--- config.mk ---
export PLATFORM = sky130hd
export DESIGN_NAME = deadbeat_duty
export DESIGN_NICKNAME = d
export VERILOG_FILES = /design/src/rtl/dbd_pkg.sv /design/src/rtl/dbd_fxmul.sv /design/src/rtl/dbd_divider.sv /design/src/rtl/deadbeat_duty.sv
export SDC_FILE = /design/constraint.sdc
export NUM_CORES = 2
export LEC_CHECK = 0
export ABC_CLOCK_PERIOD_IN_PS = 6930
export BUFFER_PORTS_ARGS = -buffer_cell sky130_fd_sc_hd__buf_4
export CELL_PAD_IN_SITES_DETAIL_PLACEMENT = 0
export CELL_PAD_IN_SITES_GLOBAL_PLACEMENT = 2
export CORE_MARGIN = 4
export CORE_UTILIZATION = 30
export DETAILED_ROUTE_END_ITERATION = 8
export HOLD_SLACK_MARGIN = 0.1
export PLACE_DENSITY = 0.75
export SYNTH_ARGS = -nofsm -noshare
export SYNTH_HDL_FRONTEND = slang
export SYNTH_SLANG_ARGS = --single-unit
--- constraint.sdc ---
create_clock -name clk -period 6.93 [get_ports clk]
set_input_delay 0.693 -clock clk [delete_from_list [all_inputs] [get_ports clk]]
set_output_delay 0.693 -clock clk [all_outputs]
set_load 0.1 [all_outputs]
--- src/rtl/dbd_pkg.sv ---
package dbd_pkg;

    typedef enum logic {
        PH_IDLE = 1'b0,
        PH_WAIT = 1'b1
    } dbd_phase_e;

endpackage

--- src/rtl/dbd_fxmul.sv ---
module dbd_fxmul #(
    parameter int W = 32,
    parameter int F = 20
) (
    input  logic signed [W-1:0] a,
    input  logic signed [W-1:0] b,
    output logic signed [W-1:0] p
);

    logic signed [2*W-1:0] full;

    // full-width signed product, then arithmetic shift back to the working format
    assign full = (2*W)'(a) * (2*W)'(b);
    assign p    = W'(full >>> F);

endmodule

--- src/rtl/dbd_divider.sv ---
module dbd_divider #(
    parameter int W = 32,
    parameter int F = 20
) (
    input  logic                clk,
    input  logic                rst_n,
    input  logic                start,
    input  logic signed [W-1:0] num,
    input  logic signed [W-1:0] den,
    output logic                done,
    output logic signed [W-1:0] quo
);

    localparam int IT   = W + F;
    localparam int RW   = W + 1;
    localparam int CNTW = $clog2(IT);
    localparam logic [W-1:0] MAXP = {1'b0, {(W-1){1'b1}}};
    localparam logic [W-1:0] MINN = {1'b1, {(W-1){1'b0}}};

    typedef struct packed {
        logic            busy;
        logic            done;
        logic            neg;
        logic            dzero;
        logic [IT-1:0]   dvd;
        logic [RW-1:0]   rem;
        logic [W-1:0]    dmag;
        logic [IT-2:0]   qt;
        logic [CNTW-1:0] cnt;
        logic [W-1:0]    quo;
    } div_state_t;

    div_state_t s_d, s_q;

    logic [W-1:0]  num_mag, den_mag;
    logic [RW:0]   rem_sh;
    logic          qbit;
    logic [IT-1:0] qt_nx;
    logic [W-1:0]  qmag;

    always_comb begin
        s_d      = s_q;
        s_d.done = 1'b0;
        num_mag  = num[W-1] ? (~num + 1'b1) : num;
        den_mag  = den[W-1] ? (~den + 1'b1) : den;
        rem_sh   = {s_q.rem, s_q.dvd[IT-1]};
        qbit     = (rem_sh >= {2'b00, s_q.dmag});
        qt_nx    = {s_q.qt, qbit};
        qmag     = qt_nx[W-1:0];

        if (!s_q.busy && start) begin
            s_d.busy  = 1'b1;
            s_d.neg   = num[W-1] ^ den[W-1];
            s_d.dzero = (den == '0);
            s_d.dvd   = {num_mag, {F{1'b0}}};
            s_d.rem   = '0;
            s_d.dmag  = den_mag;
            s_d.qt    = '0;
            s_d.cnt   = '0;
        end else if (s_q.busy) begin
            // one restoring step per cycle
            s_d.rem = qbit ? RW'(rem_sh - {2'b00, s_q.dmag}) : RW'(rem_sh);
            s_d.dvd = {s_q.dvd[IT-2:0], 1'b0};
            s_d.qt  = qt_nx[IT-2:0];
            s_d.cnt = s_q.cnt + CNTW'(1);
            if (s_q.cnt == CNTW'(IT - 1)) begin
                s_d.busy = 1'b0;
                s_d.done = 1'b1;
                if (s_q.dzero)
                    s_d.quo = MAXP;
                else if (|qt_nx[IT-1:W-1])
                    s_d.quo = s_q.neg ? MINN : MAXP;
                else
                    s_d.quo = s_q.neg ? (~qmag + 1'b1) : qmag;
            end
        end
    end

    always_ff @(posedge clk or negedge rst_n) begin
        if (!rst_n) s_q <= '0;
        else        s_q <= s_d;
    end

    assign done = s_q.done;
    assign quo  = s_q.quo;


    no_restart_busy_chk: assert property (@(posedge clk) disable iff (!rst_n)
        start |-> !s_q.busy);


    div_done_pulse_chk: assert property (@(posedge clk) disable iff (!rst_n)
        s_q.done |=> !s_q.done);

endmodule

--- src/rtl/deadbeat_duty.sv ---
module deadbeat_duty #(
    parameter int W           = 32,
    parameter int F           = 20,
    parameter int PERIOD      = 15000,
    parameter int DUTY_MAX_PM = 700,
    localparam int CW         = $clog2(PERIOD + 1)
) (
    input  logic                clk,
    input  logic                rst_n,
    input  logic                start,
    input  logic                boost_mode,
    input  logic signed [W-1:0] i_meas,
    input  logic signed [W-1:0] i_ref,
    input  logic signed [W-1:0] v_in,
    input  logic signed [W-1:0] v_out,
    input  logic signed [W-1:0] l_over_ts,
    output logic                done,
    output logic [CW-1:0]       compare
);

    import dbd_pkg::*;

    localparam logic signed [W-1:0] DMAX =
        W'((64'(DUTY_MAX_PM) << F) / 64'd1000);
    localparam logic [CW-1:0] CMP_MAX =
        CW'((64'(DMAX) * 64'(PERIOD)) >> F);

    typedef struct packed {
        dbd_phase_e    ph;
        logic          done;
        logic [CW-1:0] cmp;
    } top_state_t;

    top_state_t s_d, s_q;

    logic signed [W-1:0] err, prod, vterm, num, den, quo;
    logic                div_start, div_done;
    logic [W-1:0]        duty;
    logic [2*W-1:0]      scaled;

    assign err   = i_ref - i_meas;
    assign vterm = boost_mode ? (v_out - v_in) : v_out;
    assign num   = prod + vterm;
    assign den   = boost_mode ? v_out : v_in;

    assign div_start = (s_q.ph == PH_IDLE) && start;

    dbd_fxmul #(.W(W), .F(F)) u_mul (
        .a (l_over_ts),
        .b (err),
        .p (prod)
    );

    dbd_divider #(.W(W), .F(F)) u_div (
        .clk   (clk),
        .rst_n (rst_n),
        .start (div_start),
        .num   (num),
        .den   (den),
        .done  (div_done),
        .quo   (quo)
    );

    always_comb begin
        s_d      = s_q;
        s_d.done = 1'b0;
        if (quo[W-1])
            duty = '0;
        else if (quo > DMAX)
            duty = DMAX;
        else
            duty = quo;
        scaled = (2*W)'(duty) * (2*W)'(PERIOD);

        case (s_q.ph)
            PH_IDLE: begin
                if (start) s_d.ph = PH_WAIT;
            end
            PH_WAIT: begin
                if (div_done) begin
                    s_d.cmp  = CW'(scaled >> F);
                    s_d.done = 1'b1;
                    s_d.ph   = PH_IDLE;
                end
            end
            default: s_d.ph = PH_IDLE;
        endcase
    end

    always_ff @(posedge clk or negedge rst_n) begin
        if (!rst_n) s_q <= '0;
        else        s_q <= s_d;
    end

    assign done    = s_q.done;
    assign compare = s_q.cmp;


    cmp_ceiling_chk: assert property (@(posedge clk) disable iff (!rst_n)
        done |-> compare <= CMP_MAX);


    done_pulse_chk: assert property (@(posedge clk) disable iff (!rst_n)
        done |=> !done);


    done_follows_div_chk: assert property (@(posedge clk) disable iff (!rst_n)
        done |-> $past(div_done));


    wait_holds_chk: assert property (@(posedge clk) disable iff (!rst_n)
        (s_q.ph == PH_WAIT) && !div_done |=> (s_q.ph == PH_WAIT));

endmodule

# Yosys cells after proc, flatten, opt, wreduce, memory -nomap -nowiden
# Cells that the tools add are included.
# W data, S select, Z words.
# classes
addsub,8
multipliers,2
n_lt_le_gt_ge,2
n_eq_ne,1
muxes,24
bitwise,6
reduce_logical,8
# ops
cell,n
$mux W32,10
$mux W85,2
$add A32 B1 Y32 const B,3
$not A32 Y32,3
$mux W89,1
$sub A32 B32 Y32,2
$mux W57,1
$mul A32 B32 Y52,1
$ge A34 B32 Y1,1
$mux W33,1
$sub A33 B32 Y33,1
$add A32 B32 Y32,1
$gt A32 B21 Y1 const B,1
$logic_not A32 Y1,1
$mul A32 B11 Y31 const B,1
$mux W31,1
$reduce_or A21 Y1,1
$mux W16,1
$mux W15,1
$add A6 B1 Y6 const B,1
$eq A6 B6 Y1 const B,1
$mux W2,2
$mux W1,3
$reduce_and A3 Y1,1
7 further kinds,9
# totals
regBits,226
out_inout_bits,15
elab_cells,64

# Longest topological paths before layout
# logic_depth
ltp_word,9
depth_mapped,61
mapped_depth_nobuf,59

# Hierarchy
# A second synthesis with hierarchy kept.
# unflattened
hier_cells,6079
hier_area_um2,53621.4
# by_module_without_submodules
module,n_inst,cells_each,area_each_um2
dbd_fxmul,1,3408,31287.5
dbd_divider,1,1343,11955.2
deadbeat_duty,1,1328,10378.7

# Worst setup path after synthesis
# No wires, ideal clock.
# synth_path
path_kind,in2reg
startpoint,input port i_ref[0]
endpoint,register u_div.s_q[196] in the netlist's numbering
setup_ns,0.131
arrival_time_ns,12.923
required_time_ns,6.799
setup_slack_ns,-6.124
stages,57
n_path_buf,2
path_cell_list,inv_1 -> ha_1 -> inv_1 -> fa_1 -> a21o_1 -> a31oi_1 -> o21ai_0 -> nand4_1 -> a31oi_1 -> a21o_1 -> a21o_1 -> a21oi_1 -> o21bai_1 -> xor2_1 -> clkbuf_1 -> and2_1 -> fa_1 -> fa_1 -> (+21 left out) -> nor2_1 -> ha_1 -> and3_1 -> a221oi_1 -> o21ai_0 -> o41ai_1 -> a21oi_1 -> a21boi_1 -> o21ai_0 -> xnor2_1 -> xnor2_1 -> xnor2_1 -> xor2_2 -> buf_6 -> o21ai_0 -> xnor2_1 -> mux2i_1 -> o21ai_1
# synth_between
elab_chain_len,7
# synth_lines
item,line,text
start: declaration,deadbeat_duty.sv:13,"input logic signed [W-1:0] i_ref,"
$sub A32 B32 Y32 (*),deadbeat_duty.sv:41,assign err = i_ref - i_meas;
$mul A32 B32 Y52 (*),dbd_fxmul.sv:13,assign full = (2*W)'(a) * (2*W)'(b);
$add A32 B32 Y32 (*),deadbeat_duty.sv:43,assign num = prod + vterm;
$not A32 Y32,dbd_divider.sv:44,num_mag = num[W-1] ? (~num + 1'b1) : num;
$add A32 B1 Y32,dbd_divider.sv:44,
$mux W32 (*),dbd_divider.sv:44,
$mux W85 (*),dbd_divider.sv:51,if (!s_q.busy && start) begin
end signal: assignment,dbd_divider.sv:80,if (!rst_n) s_q <= '0;
end signal: assignment,dbd_divider.sv:81,else s_q <= s_d;
end: declaration,dbd_divider.sv:33,"div_state_t s_d, s_q;"
# Every way passes the cells marked *; elsewhere a longest branch is shown, timed or not.
# A chain may end at the register's enable or synchronous reset.

# Final worst setup path
# layout_path
startpoint,input port i_meas[0]
endpoint,register u_div.s_q[180] in the netlist's numbering
# layout_between
elab_chain_len,7
# layout_lines
item,line,text
start: declaration,deadbeat_duty.sv:12,"input logic signed [W-1:0] i_meas,"
$sub A32 B32 Y32 (*),deadbeat_duty.sv:41,
$mul A32 B32 Y52 (*),dbd_fxmul.sv:13,
$add A32 B32 Y32 (*),deadbeat_duty.sv:43,
$not A32 Y32,dbd_divider.sv:44,
$add A32 B1 Y32,dbd_divider.sv:44,
$mux W32 (*),dbd_divider.sv:44,
$mux W85 (*),dbd_divider.sv:51,
# Marks and branches as above.

==> out/qor.csv <==
metric;value;unit
status;finished with violations;
violations;setup timing;
synth_cell_types;92;
clock_path_buffers;3;
die-area;180000;µm²
synth_compound_area_share;9.21;%
slowest_delay;610;ps
post-dp-hpwl;135;mm
timing.slew.headroom;34.7;%
tns;-167310;ps
critPathRequiredTime;7330;ps
synth_area;52000;µm²
synth-main-ff-cell;dfrtp_1;
synth_top_area_share;39.7;%
drt-total-wl;159;mm
clock_latency;540;ps
synth_top_family_by_area;adder cells;
period_needed;12250;ps
placementRows;152;
cts_max_level;1;
max_freq;81.6;MHz
grt_pass1_vias;43600;
die_h;424;µm
critical_path.most_common_cell;fa_1;
ys_warn_count;0;
cp_num_buf_inv;10;
ant_nets;0;
ctsHoldBuffers;0;
dpl_cell_area;61000;µm²
synth-edff-count;0;
synth_most_common_cell;inv_1;
numCtsBuffers;26;
synth_common_cells;1161 x inv_1, 1029 x fa_1, 930 x nand2_1, 361 x ha_1, 310 x and2_1;
grt_overflow;0;
fin_nets;8126;
crit_slowest_cell;fa_1;
hp-class;in2async;
clockRootBuffer;clkbuf_16;
cts_tree;built;
worst_slew_pin_slew;979;ps
synth_area_leader_cell;fa_1;
viasPerCell;4.58;
setup_viol;36;
wl_per_cell;17.9;µm
cap_viol_max_count;0;
coreArea;172000;µm²
design_area;63500;µm²
antenna_found_initial;13;
finalHoldViolations;0;
crit_family;adder cells;
grt_util_all_layers;17.8;%
syn_area_per_cell;8.79;µm²
async_flop_share;100;%
hold_ws;281;ps
syn_inst;5911;
io_pins;179;
gp_congestion;0.880;
cp.arrival;12650;ps
synth_mux_area_share;1.80;%
route.detailed.drc;0;
synth-simple-area-share;15.4;%
dieWidth;424;µm
ys_seq_area_share;9.92;%
synthTopCellsByArea;fa_1 40%, dfrtp_1 9.9%, ha_1 8.7%, inv_1 8.4%, nand2_1 6.7%;
final_max_slew_viol_count;0;
synthXorXnorAreaFrac;4.66;%
period_share;177;%
drt-pass1-iter-count;5;
startpoint_type;primary input;
route.vias.total;40800;
drt_iter0_drc;2125;
grt_max_degree;112;
worst_slack;-5320;ps
crit_fanout;14;
clkTransAtPathRegs;70;ps
fin_skew;16.9;ps
rsz0062_at_grt;true;
synth-adder-area-share;48.3;%
grt_pass1_wl;252;mm
ys_seq_elements;206;
area_growth;22.2;%
crit_type;in2reg;
drive_gt1_share;18.6;%
io_buffer_count;178;
initial_core_util;30.2;%
cts_sinks;206;
endpoint_kind;flip-flop;
==> worst register-to-register path, delay by kind of cell (launching register included) <==
family	cells	cell delay (ps)
fa+ha+maj	6	2660
simple gates	4	450
xor+xnor	1	220
compound gates	18	3010
flops	1	380
buf+inv	4	320
==> kinds of logic (layout without fill, tap and decap cells) <==
group | count (synthesis) | in the layout
compound gates | 773 | 773
xor+xnor | 267 | 268
fa+ha+maj | 1390 | 1390
buf+inv | 1450 | 2098
flops | 206 | 206
mux | 90 | 90
other cells | 1 | 34
simple gates | 1734 | 1734
==> repair_timing <==
action,4_1_cts,5_1_grt
setup endpoints to repair,45,46
hold endpoints to repair,0,0
gates resized for setup,157,102
cloned,4,1
setup buffers,29,19
pin swaps,111,101
==> layer usage <==
metal | share of wire (%) | up-vias | GRT usage (%)
li1 | - | 19400 | -
met1 | 45 | 20500 | 24.3
met2 | 49 | 742 | 31.1
met3 | 3.6 | 169 | 1.28
met4 | 2.7 | 0 | 3.84
met5 | 0 | - | 0
==> worst paths after layout <==
path                                     start              to  slack, ps  cells after the start
worst min register to register  u_div.s_q[113]  u_div.s_q[113]        480                      2
max in group asynchronous                rst_n  u_div.s_q[119]       5270                      2
worst min-delay path                     rst_n  u_div.s_q[100]        280                      1
min in group clk                         start         s_q[15]        420                      3
worst max register to register    u_div.quo[3]     compare[13]       -260                     33
worst max-delay path                 i_meas[0]  u_div.s_q[180]      -5320                     55
==> per-stage QoR <==
stage	cells	worst slack (ps)	utilization, %
5_1_grt	8901	-5900	36.9
3_3_place_gp	8808	-6200	35.5
2_1_floorplan	5942	-5310	-
3_5_place_dp	8808	-6320	35.5
4_1_cts	8886	-5380	36.6
6_report	8903	-5320	36.9
==> flip-flops by register name (all words and copies together), names as in the netlist <==
name and flops:
u_div.quo 32, u_div.rem_sh 34, compare 14, u_div.done 1, s_q 1, u_div.qt_nx 20, u_div.s_q 72, u_div.qmag 31
done 1
==> cell usage in the layout (no fill, tap or decap), types with 15 or more instances in the layout <==
| cell | n |
|---|---|
| dfrtp_1 | 205 |
| nor4_1 | 19 |
| buf_12 | 31 |
| o21a_1 | 56 |
| clkbuf_16 | 29 |
| a21oi_1 | 148 |
| xnor2_1 | 132 |
| xor2_1 | 86 |
| xnor2_2 | 25 |
| o21ai_1 | 48 |
| and2_1 | 303 |
| o21ai_0 | 216 |
| mux2_2 | 29 |
| buf_6 | 23 |
| ha_1 | 347 |
| nand3_1 | 33 |
| fa_1 | 1016 |
| nor2b_1 | 47 |
| nand2_1 | 920 |
| nor2_1 | 173 |
| nor3_1 | 50 |
| a21o_1 | 72 |
| conb_1 | 32 |
| a22o_1 | 15 |
| o31ai_1 | 18 |
| o21bai_1 | 19 |
| nand4_1 | 19 |
| or2_2 | 20 |
| buf_4 | 827 |
| inv_1 | 1150 |
| a21oi_2 | 23 |
| mux2i_1 | 60 |
| nand2b_1 | 33 |
==> final cells by class <==
class | instances | area [µm²]
well taps | 2310 | 2890
diodes | 2 | 5.00
clock buffers | 37 | 763
multi-input cells | 4287 | 42800
clock inverters | 10 | 208
flip-flops and latches | 206 | 5160
inverters | 1162 | 4380
repair buffers | 889 | 7260
fillers | 17700 | 108000
Power is left out: the tool's default activity adds up to more than one toggle a clock period on the data nets, which glitch-free logic cannot reach.
